<file path="src/rtl/strap_pkg.sv">
package strap_pkg;

  typedef enum logic [1:0] {
    CPU_66  = 2'd0,
    CPU_100 = 2'd1,
    CPU_133 = 2'd2
  } cpu_freq_e;

  typedef enum logic {
    SDR_100 = 1'b0,
    SDR_133 = 1'b1
  } sdram_freq_e;

  // Strobes from control to datapath
  typedef struct packed {
    logic capture;
    logic driveOn;
  } strap_strobe_t;

endpackage

</file>
<file path="src/rtl/strap_ctrl.sv">
module strap_ctrl
  import strap_pkg::*;
#(
  parameter int WINDOW_CYCLES = 28636
) (
  input  logic          refClk,
  input  logic          pwrGood,
  output strap_strobe_t strobe,
  output logic          bufOn,
  output logic          readyOut
);

  localparam int CW = $clog2(WINDOW_CYCLES + 1);
  localparam logic [CW-1:0] LAST = CW'(WINDOW_CYCLES - 1);

  typedef enum logic {PH_SAMPLE = 1'b0, PH_RUN = 1'b1} phase_e;

  phase_e        phase;
  logic [CW-1:0] cnt;

  always_comb begin
    strobe.capture = (phase == PH_SAMPLE) && (cnt == LAST);
    strobe.driveOn = (phase == PH_RUN);
  end

  always_ff @(posedge refClk or negedge pwrGood) begin
    if (!pwrGood) begin
      phase    <= PH_SAMPLE;
      cnt      <= '0;
      bufOn    <= 1'b0;
      readyOut <= 1'b0;
    end else begin
      if (phase == PH_SAMPLE) begin
        if (cnt == LAST) begin
          phase <= PH_RUN;
          bufOn <= 1'b1;
        end else begin
          cnt <= cnt + 1'b1;
        end
      end
      readyOut <= bufOn;
    end
  end

  // counter never passes the last window cycle
  assert_count_bounded_R1: assert property (@(posedge refClk) disable iff (!pwrGood)
    cnt <= LAST);

  // buffers turn on only right after the last window cycle
  assert_oe_at_window_end_R2: assert property (@(posedge refClk) disable iff (!pwrGood)
    $rose(bufOn) |-> $past(cnt) == LAST);

  // once on, buffers stay on
  assert_oe_sticky_R2: assert property (@(posedge refClk) disable iff (!pwrGood)
    bufOn |=> bufOn);

  // ready implies buffers on, and follows them by one edge
  assert_ready_after_oe_R7: assert property (@(posedge refClk) disable iff (!pwrGood)
    readyOut |-> bufOn);
  assert_ready_rise_R7: assert property (@(posedge refClk) disable iff (!pwrGood)
    $rose(bufOn) |=> readyOut);

endmodule

</file>
<file path="src/rtl/strap_datapath.sv">
module strap_datapath
  import strap_pkg::*;
#(
  parameter int PINS = 2,
  parameter int SYNC_STAGES = 2
) (
  input  logic            refClk,
  input  logic            pwrGood,
  input  logic [PINS-1:0] pinIn,
  input  strap_strobe_t   strobe,
  output logic [PINS-1:0] codeLatched,
  output cpu_freq_e       cpuFreq,
  output sdram_freq_e     sdramFreq
);

  logic [PINS-1:0] syncStage [SYNC_STAGES];

  genvar s;
  generate
    for (s = 0; s < SYNC_STAGES; s++) begin : g_sync
      if (s == 0) begin : g_first
        always_ff @(posedge refClk or negedge pwrGood) begin
          if (!pwrGood) syncStage[0] <= '0;
          else          syncStage[0] <= pinIn;
        end
      end else begin : g_next
        always_ff @(posedge refClk or negedge pwrGood) begin
          if (!pwrGood) syncStage[s] <= '0;
          else          syncStage[s] <= syncStage[s-1];
        end
      end
    end
  endgenerate

  always_ff @(posedge refClk or negedge pwrGood) begin
    if (!pwrGood)            codeLatched <= '0;
    else if (strobe.capture) codeLatched <= syncStage[SYNC_STAGES-1];
  end

  always_comb begin
    unique case (codeLatched[1:0])
      2'b00:   begin cpuFreq = CPU_66;  sdramFreq = SDR_100; end
      2'b01:   begin cpuFreq = CPU_100; sdramFreq = SDR_100; end
      2'b10:   begin cpuFreq = CPU_133; sdramFreq = SDR_133; end
      default: begin cpuFreq = CPU_133; sdramFreq = SDR_100; end
    endcase
  end

  // code is frozen once the buffers drive
  assert_code_frozen_R4: assert property (@(posedge refClk) disable iff (!pwrGood)
    strobe.driveOn |=> $stable(codeLatched));

  // reserved CPU encoding never produced
  assert_cpu_legal_R5: assert property (@(posedge refClk) disable iff (!pwrGood)
    cpuFreq != 2'd3);

endmodule

</file>
<file path="src/rtl/strap_sampler.sv">
module strap_sampler
  import strap_pkg::*;
#(
  parameter int WINDOW_CYCLES = 28636
) (
  input  logic       refClk,
  input  logic       pwrGood,
  input  logic       pinFs0,
  input  logic       pinFs1,
  output logic [1:0] outEn,
  output logic [1:0] fsLatched,
  output logic [1:0] cpuSel,
  output logic       sdramSel,
  output logic       ready
);

  strap_strobe_t strobe;
  logic          bufOn;
  cpu_freq_e     cpuFreq;
  sdram_freq_e   sdramFreq;

  strap_ctrl #(.WINDOW_CYCLES(WINDOW_CYCLES)) u_ctrl (
    .refClk   (refClk),
    .pwrGood  (pwrGood),
    .strobe   (strobe),
    .bufOn    (bufOn),
    .readyOut (ready)
  );

  strap_datapath #(.PINS(2), .SYNC_STAGES(2)) u_dp (
    .refClk      (refClk),
    .pwrGood     (pwrGood),
    .pinIn       ({pinFs1, pinFs0}),
    .strobe      (strobe),
    .codeLatched (fsLatched),
    .cpuFreq     (cpuFreq),
    .sdramFreq   (sdramFreq)
  );

  assign outEn    = {2{bufOn}};
  assign cpuSel   = cpuFreq;
  assign sdramSel = sdramFreq;

  // SDRAM 133 only for code 10 once valid
  assert_sdram_code_R6: assert property (@(posedge refClk) disable iff (!pwrGood)
    (ready && sdramSel) |-> (fsLatched == 2'b10));

  // before buffers drive, selections sit at reset values
  assert_presample_zero_R9: assert property (@(posedge refClk) disable iff (!pwrGood)
    (outEn == 2'b00) |-> (fsLatched == 2'b00));

endmodule

</file>
<file path="config.mk">
export PLATFORM = sky130hd
export DESIGN_NAME = strap_sampler
export DESIGN_NICKNAME = d
export VERILOG_FILES = /design/src/rtl/strap_pkg.sv /design/src/rtl/strap_ctrl.sv /design/src/rtl/strap_datapath.sv /design/src/rtl/strap_sampler.sv
export SDC_FILE = /design/constraint.sdc
export NUM_CORES = 1
export LEC_CHECK = 0
export BUFFER_PORTS_ARGS = -buffer_cell sky130_fd_sc_hd__buf_4
export CORE_MARGIN = 2
export CORE_UTILIZATION = 35
export CTS_CLUSTER_DIAMETER = 120
export CTS_CLUSTER_SIZE = 8
export DETAILED_ROUTE_END_ITERATION = 6
export PLACE_DENSITY = 0.54
export SETUP_SLACK_MARGIN = 0.02
export SLEW_MARGIN = 30
export SYNTH_ARGS = -nofsm -noshare
export SYNTH_HDL_FRONTEND = slang
export SYNTH_HIERARCHICAL = 1
export SYNTH_SLANG_ARGS = --single-unit
export TNS_END_PERCENT = 1
</file>
<file path="constraint.sdc">
create_clock -name refClk -period 4.95 [get_ports refClk]
set_input_delay 0.99 -clock refClk [delete_from_list [all_inputs] [get_ports refClk]]
set_output_delay 0.99 -clock refClk [all_outputs]
set_load 0.01 [all_outputs]
</file>
# ---- Yosys cells after proc, flatten, opt, wreduce, memory -nomap -nowiden
# Cells that the tools add are included.
dict set report totals {
  register_bits 24
  in_bits 4
  output_inout_bits 8
}
dict set report classes {
  addsub 1
  n_eq_ne 3
  n_mux 4
  n_bitwise 2
  reduce_logical 4
}
# cell n
set ops {}
lappend ops {{adder 15 x 1 -> 15 bit, second input constant} 1}
lappend ops {{== test 15 bit, second input constant} 1}
lappend ops {{one-hot mux 2 bit (2 select lines)} 1}
lappend ops {{AND reduction 2 bit} 2}
lappend ops {{two-way mux 1 bit} 3}
lappend ops {{== test 2 x 1 -> 1 bit, second input constant} 1}
lappend ops {{== test 2 bit, second input constant} 1}
lappend ops {{zero test 2 bit} 1}
lappend ops {{NOT 1 bit} 2}
lappend ops {{logical AND 1 bit} 1}

# ---- Longest topological paths before layout
# Gate-level depths: netlist of run 1.
dict set report depth {
  depth_word 3
  mapped_depth 4
  ltp_nobuf 4
}

# ---- Modules after synthesis
# Netlist of run 1, hierarchy kept.
# module n_inst cells_each area_per_inst_um2 seq_area_each_um2
set modules_own_cells {}
lappend modules_own_cells {strap_ctrl 1 67 824.5 450.4}
lappend modules_own_cells {strap_datapath 1 11 188.9 150.1}
lappend modules_own_cells {strap_sampler 1 2 15.0 0.0}

# ---- Worst setup path after synthesis of run 1
# No wires, ideal clock.
dict set report synth_path {
  path_type {register -> output}
  start {reg u_dp.codeLatched[1]}
  end {out sdramSel}
  t_arrival_ns 0.642
  setup_slack_ns 3.318
  stages_incl_launch_ff 2
  n_path_buf 0
  path_cell_list {dfrtp_1 nor2b_1}
}
dict set report synth_between {
  elab_chain_len 2
}
# item line_no
set synth_lines {}
lappend synth_lines {{from (decl)} strap_datapath.sv:11} ;# output logic [PINS-1:0] codeLatched,
lappend synth_lines {{from (signal assigned)} strap_datapath.sv:37} ;# else if (strobe.capture) codeLatched <= syncStage[SYNC_STAGES-1];
lappend synth_lines {{== test 2 bit} strap_datapath.sv:41} ;# unique case (codeLatched[1:0])
lappend synth_lines {{two-way mux 1 bit} strap_datapath.sv:41}
lappend synth_lines {{to (decl)} strap_sampler.sv:13} ;# output logic sdramSel,
# Every way passes these cells.

# ---- Worst setup path in the final report of run 1
# Ends and elaborated chain as after synthesis.

==> impl_metrics.env, run 1 <==
export IMPL_critPathArrivalTime_ps=1040
export IMPL_routed_via_density=5.07
export IMPL_dr_pass1_iters=4
export IMPL_fin_util_pct=42.5
export IMPL_cts_buffer_depth=2
export IMPL_dieWidth_um=58.0
export IMPL_grt_pass1_vias=616
export IMPL_skew_ps=3.32
export IMPL_syn_inst=79
export IMPL_p_leak_nw=0.596
export IMPL_cts_htree_levels=1
export IMPL_ant_nets=0
export IMPL_wl_met3_um=44
export IMPL_cts_buffers=3
export IMPL_setup_violations_final=0
export IMPL_worst_setup_path_end_kind="primary output"
export IMPL_dr_first_iter_drc_count=6
export IMPL_holdBufCountCts=0
export IMPL_hpwlAfterDp_um=1130
export IMPL_post_place_ws_ps=3220
export IMPL_start_util_pct=37.0
export IMPL_slowest_stage="dfrtp_1"
export IMPL_io_buffers=11
export IMPL_nFillCells=267
export IMPL_die_area_um2=3370
export IMPL_maxCapViolations=0
export IMPL_status="finished, final reports clean"
export IMPL_postCtsSetupRepairBufs=0
export IMPL_dpl_cell_count=117
export IMPL_hold_slack_ps=364
export IMPL_worstPathRequired_ps=3960
export IMPL_drt_met1_wl_um=875
export IMPL_avgSynthCellArea_um2=12.9
export IMPL_track_usage_pct=11.3
export IMPL_top_layer="met4"
export IMPL_grt_max_degree=25
export IMPL_core_area_um2=2760
export IMPL_place_congestion=0.723
export IMPL_worstMarginPinSlew_ps=420
export IMPL_drcViolationCount=0
export IMPL_post_cts_resized=0
export IMPL_hold_viol=0
export IMPL_rsz0062_at_grt="no"
export IMPL_design_area_um2=1170
export IMPL_power_total_mw=0.344
export IMPL_die_h_um=58.0
export IMPL_grt_ovfl_total=0
export IMPL_met2_length_um=716
export IMPL_crit_fanout=5
export IMPL_setup_tns_ps=0
export IMPL_area_growth_pct=14.8
export IMPL_path_class="reg2out"
export IMPL_clock_latency_ps=320
export IMPL_cp_cell_sequence="nor2b_1, buf_4"
export IMPL_fp_row_count=19
export IMPL_fin_nets=96
export IMPL_root_buffer="clkbuf_4"
export IMPL_cts_tree="yes"
export IMPL_period_needed_ps=2030
export IMPL_io_pins=12
export IMPL_hold_path_class="reg2reg"
export IMPL_syn_area_um2=1020
export IMPL_drive_gt1_share_pct=23.3
export IMPL_fin_crit_sh_pct=40.9
export IMPL_wl_per_cell_um=13.9
export IMPL_via_count=613
export IMPL_clock_sinks=24
export IMPL_drt_wl_total_um=1680
export IMPL_antenna_found_initial=0
export IMPL_startpoint_type="register"
export IMPL_final_max_slew_viol_count=0
export IMPL_crit_path_max_incr_delay_ps=440
export IMPL_relSlewSlack_pct=72.0
export IMPL_min_delay_path_depth=0
export IMPL_max_freq_ghz=0.494
export IMPL_grt_first_pass_wirelength_um=2810
export IMPL_placed_area_um2=1120
export IMPL_yosysWarningCount=6
export IMPL_irDropWorstVdd_mv=0.150
export IMPL_fin_ws_ps=2920
export IMPL_clk_pin_slew_worst_paths_ps=130
export IMPL_stdcell_count=121
export IMPL_powerDensity_nw_per_um2=294
export IMPL_worst_r2r_cell_count=4
export IMPL_antenna_cells=0
export IMPL_synthesis_nets=84
-- critical path, delay by kind of cell, from the launching register on --
family	cells	cell delay [ps]
flops	1	440
simple gates	1	140
buf+inv	1	140
-- flip-flops by register name, indices dropped and copies added, names as in the netlist --
name / count
u_dp/codeLatched: 2
u_ctrl/bufOn: 1
u_ctrl/phase: 1
u_ctrl/readyOut: 1
u_dp/syncStage: 4
u_ctrl/cnt: 15
-- cell usage in the layout (no fill, tap or decap) --
master / n
and4b_1: 1
inv_1: 2
nand2_1: 2
dfrtp_1: 24
xnor2_1: 3
and4_1: 1
nand3_1: 3
mux2_4: 1
and3_1: 1
nand4_1: 7
mux2_2: 2
nor2_1: 1
and4bb_1: 1
nor4b_2: 1
ha_1: 1
clkbuf_4: 3
nor4_1: 1
nor3b_1: 1
buf_4: 11
o211a_1: 1
nor3_1: 4
o21a_1: 1
nor4_2: 2
or2_1: 1
xor2_1: 11
bufinv_16: 1
nor2b_1: 2
-- layout make-up --
class	count	area [um^2]	area share, %
Inverter	2	7.51	0.640
Tap cell	31	38.8	3.31
Clock inverter	1	30.0	2.56
Sequential cell	24	601	51.2
Multi-Input combinational cell	49	390	33.3
Timing Repair Buffer	11	82.6	7.04
Clock buffer	3	22.5	1.92
-- per-layer routing --
layer,global-route usage [%],vias to the layer above
li1,-,299
met1,15.7,303
met2,15.7,7
met3,2.01,4
met4,7.97,0
met5,0,-
-- worst paths after layout --
check,startpoint,end,slack [ps]
worst max register to register,u_ctrl/cnt[2],u_dp/codeLatched[0],3210
worst max-delay path,u_dp/codeLatched[1],sdramSel,2920
worst min-delay path,u_dp/syncStage[3],u_dp/syncStage[1],360
max in group asynchronous,pwrGood,u_ctrl/cnt[7],4180
min in group asynchronous,pwrGood,u_ctrl/readyOut,540
worst min register to register,u_dp/syncStage[3],u_dp/syncStage[1],360
-- power breakdown --
group / internal [mW] / switching [mW]
Clock: 0.0819 / 0.0590
Combinational: 0.00152 / 0.00375
Sequential: 0.198 / 0.000337
No activity file was read; power rests on OpenSTA's default activity.
==> inputs of run 2 (changes only) <==
PLACE_DENSITY = 0.56   (was 0.54)
clock period = 1.8 ns   (was 4.95 ns; I/O delays follow)
==> run 2 against run 1 <==
Compared with the run above: global-route usage is 0.66 points higher; non-clock buffer count rose by 4; sequential share of layout area down 0.70 points; critical path depth rose by 2; final cell count up 3.3%; die area unchanged; first-iteration DRC count grew to 3.5 times the previous value; sequential cell count unchanged; count of clock-buffer cells in the layout is 1 higher; critical path type is now reg2reg; critical endpoint is now u_dp/codeLatched[0]; highest routed layer unchanged.
==> impl_metrics.env, run 2 (synthesis results as in run 1) <==
export IMPL_status="finished, final reports clean"
export IMPL_min_delay_path_depth=1
export IMPL_reg2reg_slack_ps=140
export IMPL_clock_sinks=24
export IMPL_r2r_start="u_ctrl/cnt[12]"
export IMPL_p_leak_nw=0.608
export IMPL_drt_wl_total_um=1730
export IMPL_fin_crit_sh_pct=92.2
export IMPL_post_cts_resized=0
export IMPL_worstMarginPinSlew_ps=427
export IMPL_setup_violations_final=0
export IMPL_reg2reg_to="u_dp/codeLatched[0]"
export IMPL_hold_start="pinFs1"
export IMPL_routed_via_density=5.27
export IMPL_drcViolationCount=0
export IMPL_worstPathRequired_ps=2010
export IMPL_power_total_mw=0.840
export IMPL_max_freq_ghz=0.602
export IMPL_antenna_found_initial=0
export IMPL_layout_commonest_cell="dfrtp_1"
export IMPL_cts_buffer_depth=2
export IMPL_top_register="u_ctrl/cnt"
export IMPL_grt_first_pass_wirelength_um=2970
export IMPL_cp_cell_sequence="and4b_1, nand4_1, nor3_1, mux2_2"
export IMPL_cts_tree="yes"
export IMPL_ant_nets=0
export IMPL_final_max_slew_viol_count=0
export IMPL_die_area_um2=3370
export IMPL_skew_ps=2.86
export IMPL_critPathArrivalTime_ps=1870
export IMPL_io_buffers=11
export IMPL_grt_pass1_vias=626
export IMPL_period_needed_ps=1660
export IMPL_slowest_stage="dfrtp_1"
export IMPL_core_area_um2=2760
export IMPL_maxCapViolations=0
export IMPL_worst_r2r_cell_count=4
export IMPL_rsz0062_at_grt="no"
export IMPL_wl_per_cell_um=13.9
export IMPL_fin_nets=100
export IMPL_hold_path_end="u_dp/syncStage[3]"
export IMPL_start_util_pct=37.0
export IMPL_stdcell_count=125
export IMPL_dieWidth_um=58.0
export IMPL_fp_row_count=19
export IMPL_area_growth_pct=16.4
export IMPL_setup_tns_ps=0
export IMPL_grt_ovfl_total=0
export IMPL_path_class="reg2reg"
export IMPL_die_h_um=58.0
export IMPL_clock_latency_ps=310
export IMPL_crit_fanout=4
export IMPL_via_count=659
export IMPL_drive_gt1_share_pct=25.5
export IMPL_fin_util_pct=43.1
export IMPL_worst_setup_path_end_kind="register"
export IMPL_layout_common_cells="dfrtp_1 (24), buf_4 (14), xor2_1 (11), nand4_1 (7), nor3_1 (4)"
export IMPL_dpl_cell_count=120
export IMPL_cts_htree_levels=1
export IMPL_powerDensity_nw_per_um2=707
export IMPL_crit_path_max_incr_delay_ps=440
export IMPL_dr_first_iter_drc_count=21
export IMPL_grt_max_degree=25
export IMPL_hold_viol=0
export IMPL_dr_pass1_iters=4
export IMPL_hold_path_class="in2reg"
export IMPL_hpwlAfterDp_um=1220
export IMPL_largest_reg_flops=15
export IMPL_root_buffer="clkbuf_4"
export IMPL_crit_path_start="u_ctrl/cnt[12]"
export IMPL_reg_top3="u_ctrl/cnt (15), u_dp/syncStage (4), u_dp/codeLatched (2)"
export IMPL_relSlewSlack_pct=71.5
export IMPL_startpoint_type="register"
export IMPL_irDropWorstVdd_mv=0.336
export IMPL_io_pins=12
export IMPL_hold_slack_ps=149
export IMPL_track_usage_pct=11.9
export IMPL_nFillCells=264
export IMPL_clk_pin_slew_worst_paths_ps=130
export IMPL_antenna_cells=0
export IMPL_cts_buffers=3
export IMPL_place_congestion=0.680
[run 2: cell count changes in the layout (fill, tap and decap cells not counted), sizes merged]
cell	previous run	this run
dlygate4sd3	0	1
clkbuf	3	4
buf	11	14
bufinv	1	0
[run 2: per-stage QoR]
stage               setup slack [ps]  area, um^2
global placement                 203        1140
detailed placement               139        1140
floorplan                        232        1020
CTS                              132        1190
finish                           140        1190
global route                    31.1        1190
[run 2: how the worst max path moves through the flow]
stage,slack (ps),cells after the start,endpoint
after floorplan,230,4,u_dp/codeLatched[0]
after global placement,200,4,u_dp/codeLatched[1]
after detailed placement,140,4,u_dp/codeLatched[1]
after CTS,130,4,u_dp/codeLatched[1]
after global routing,30,4,u_dp/codeLatched[1]
final,140,4,u_dp/codeLatched[0]
[run 2: final cells by class]
cell class | count | area, um^2 | share of cell area [%]
flip-flops and latches | 24 | 601 | 50.5
multi-input cells | 49 | 390 | 32.8
repair buffers | 15 | 115 | 9.68
well taps | 31 | 38.8 | 3.26
clock buffers | 4 | 36.3 | 3.05
inverters | 2 | 7.51 | 0.632
[run 2: what timing repair did]
item / CTS / global route
hold endpoints to repair: 24 / 0
setup endpoints to repair: 0 / 0
setup buffers: 0 / 0
hold buffers: 1 / 0
[run 2: power breakdown]
| group | switching [mW] | internal [mW] | leakage, nW | total (mW) |
|---|---|---|---|---|
| clock | 0.155 | 0.123 | 0.0210 | 0.279 |
| sequential | 0.00130 | 0.544 | 0.312 | 0.545 |
| combinational | 0.0110 | 0.00559 | 0.276 | 0.0166 |
| total | 0.168 | 0.673 | 0.608 | 0.840 |
[run 2: per-layer routing]
layer	vias up	wire length, um	GRT usage (%)	part of all wire, %
met5	-	0	0	0
met4	0	18	5.98	1.0
met3	2	75	2.68	4.3
met2	14	758	17.0	44
met1	334	881	17.0	51
li1	309	-	-	-
[run 2: critical path, delay by kind of cell, from the launching register on]
kind | cells | cell delay (ps)
and+or+nand+nor | 3 | 740
muxes | 1 | 380
DFF | 1 | 440
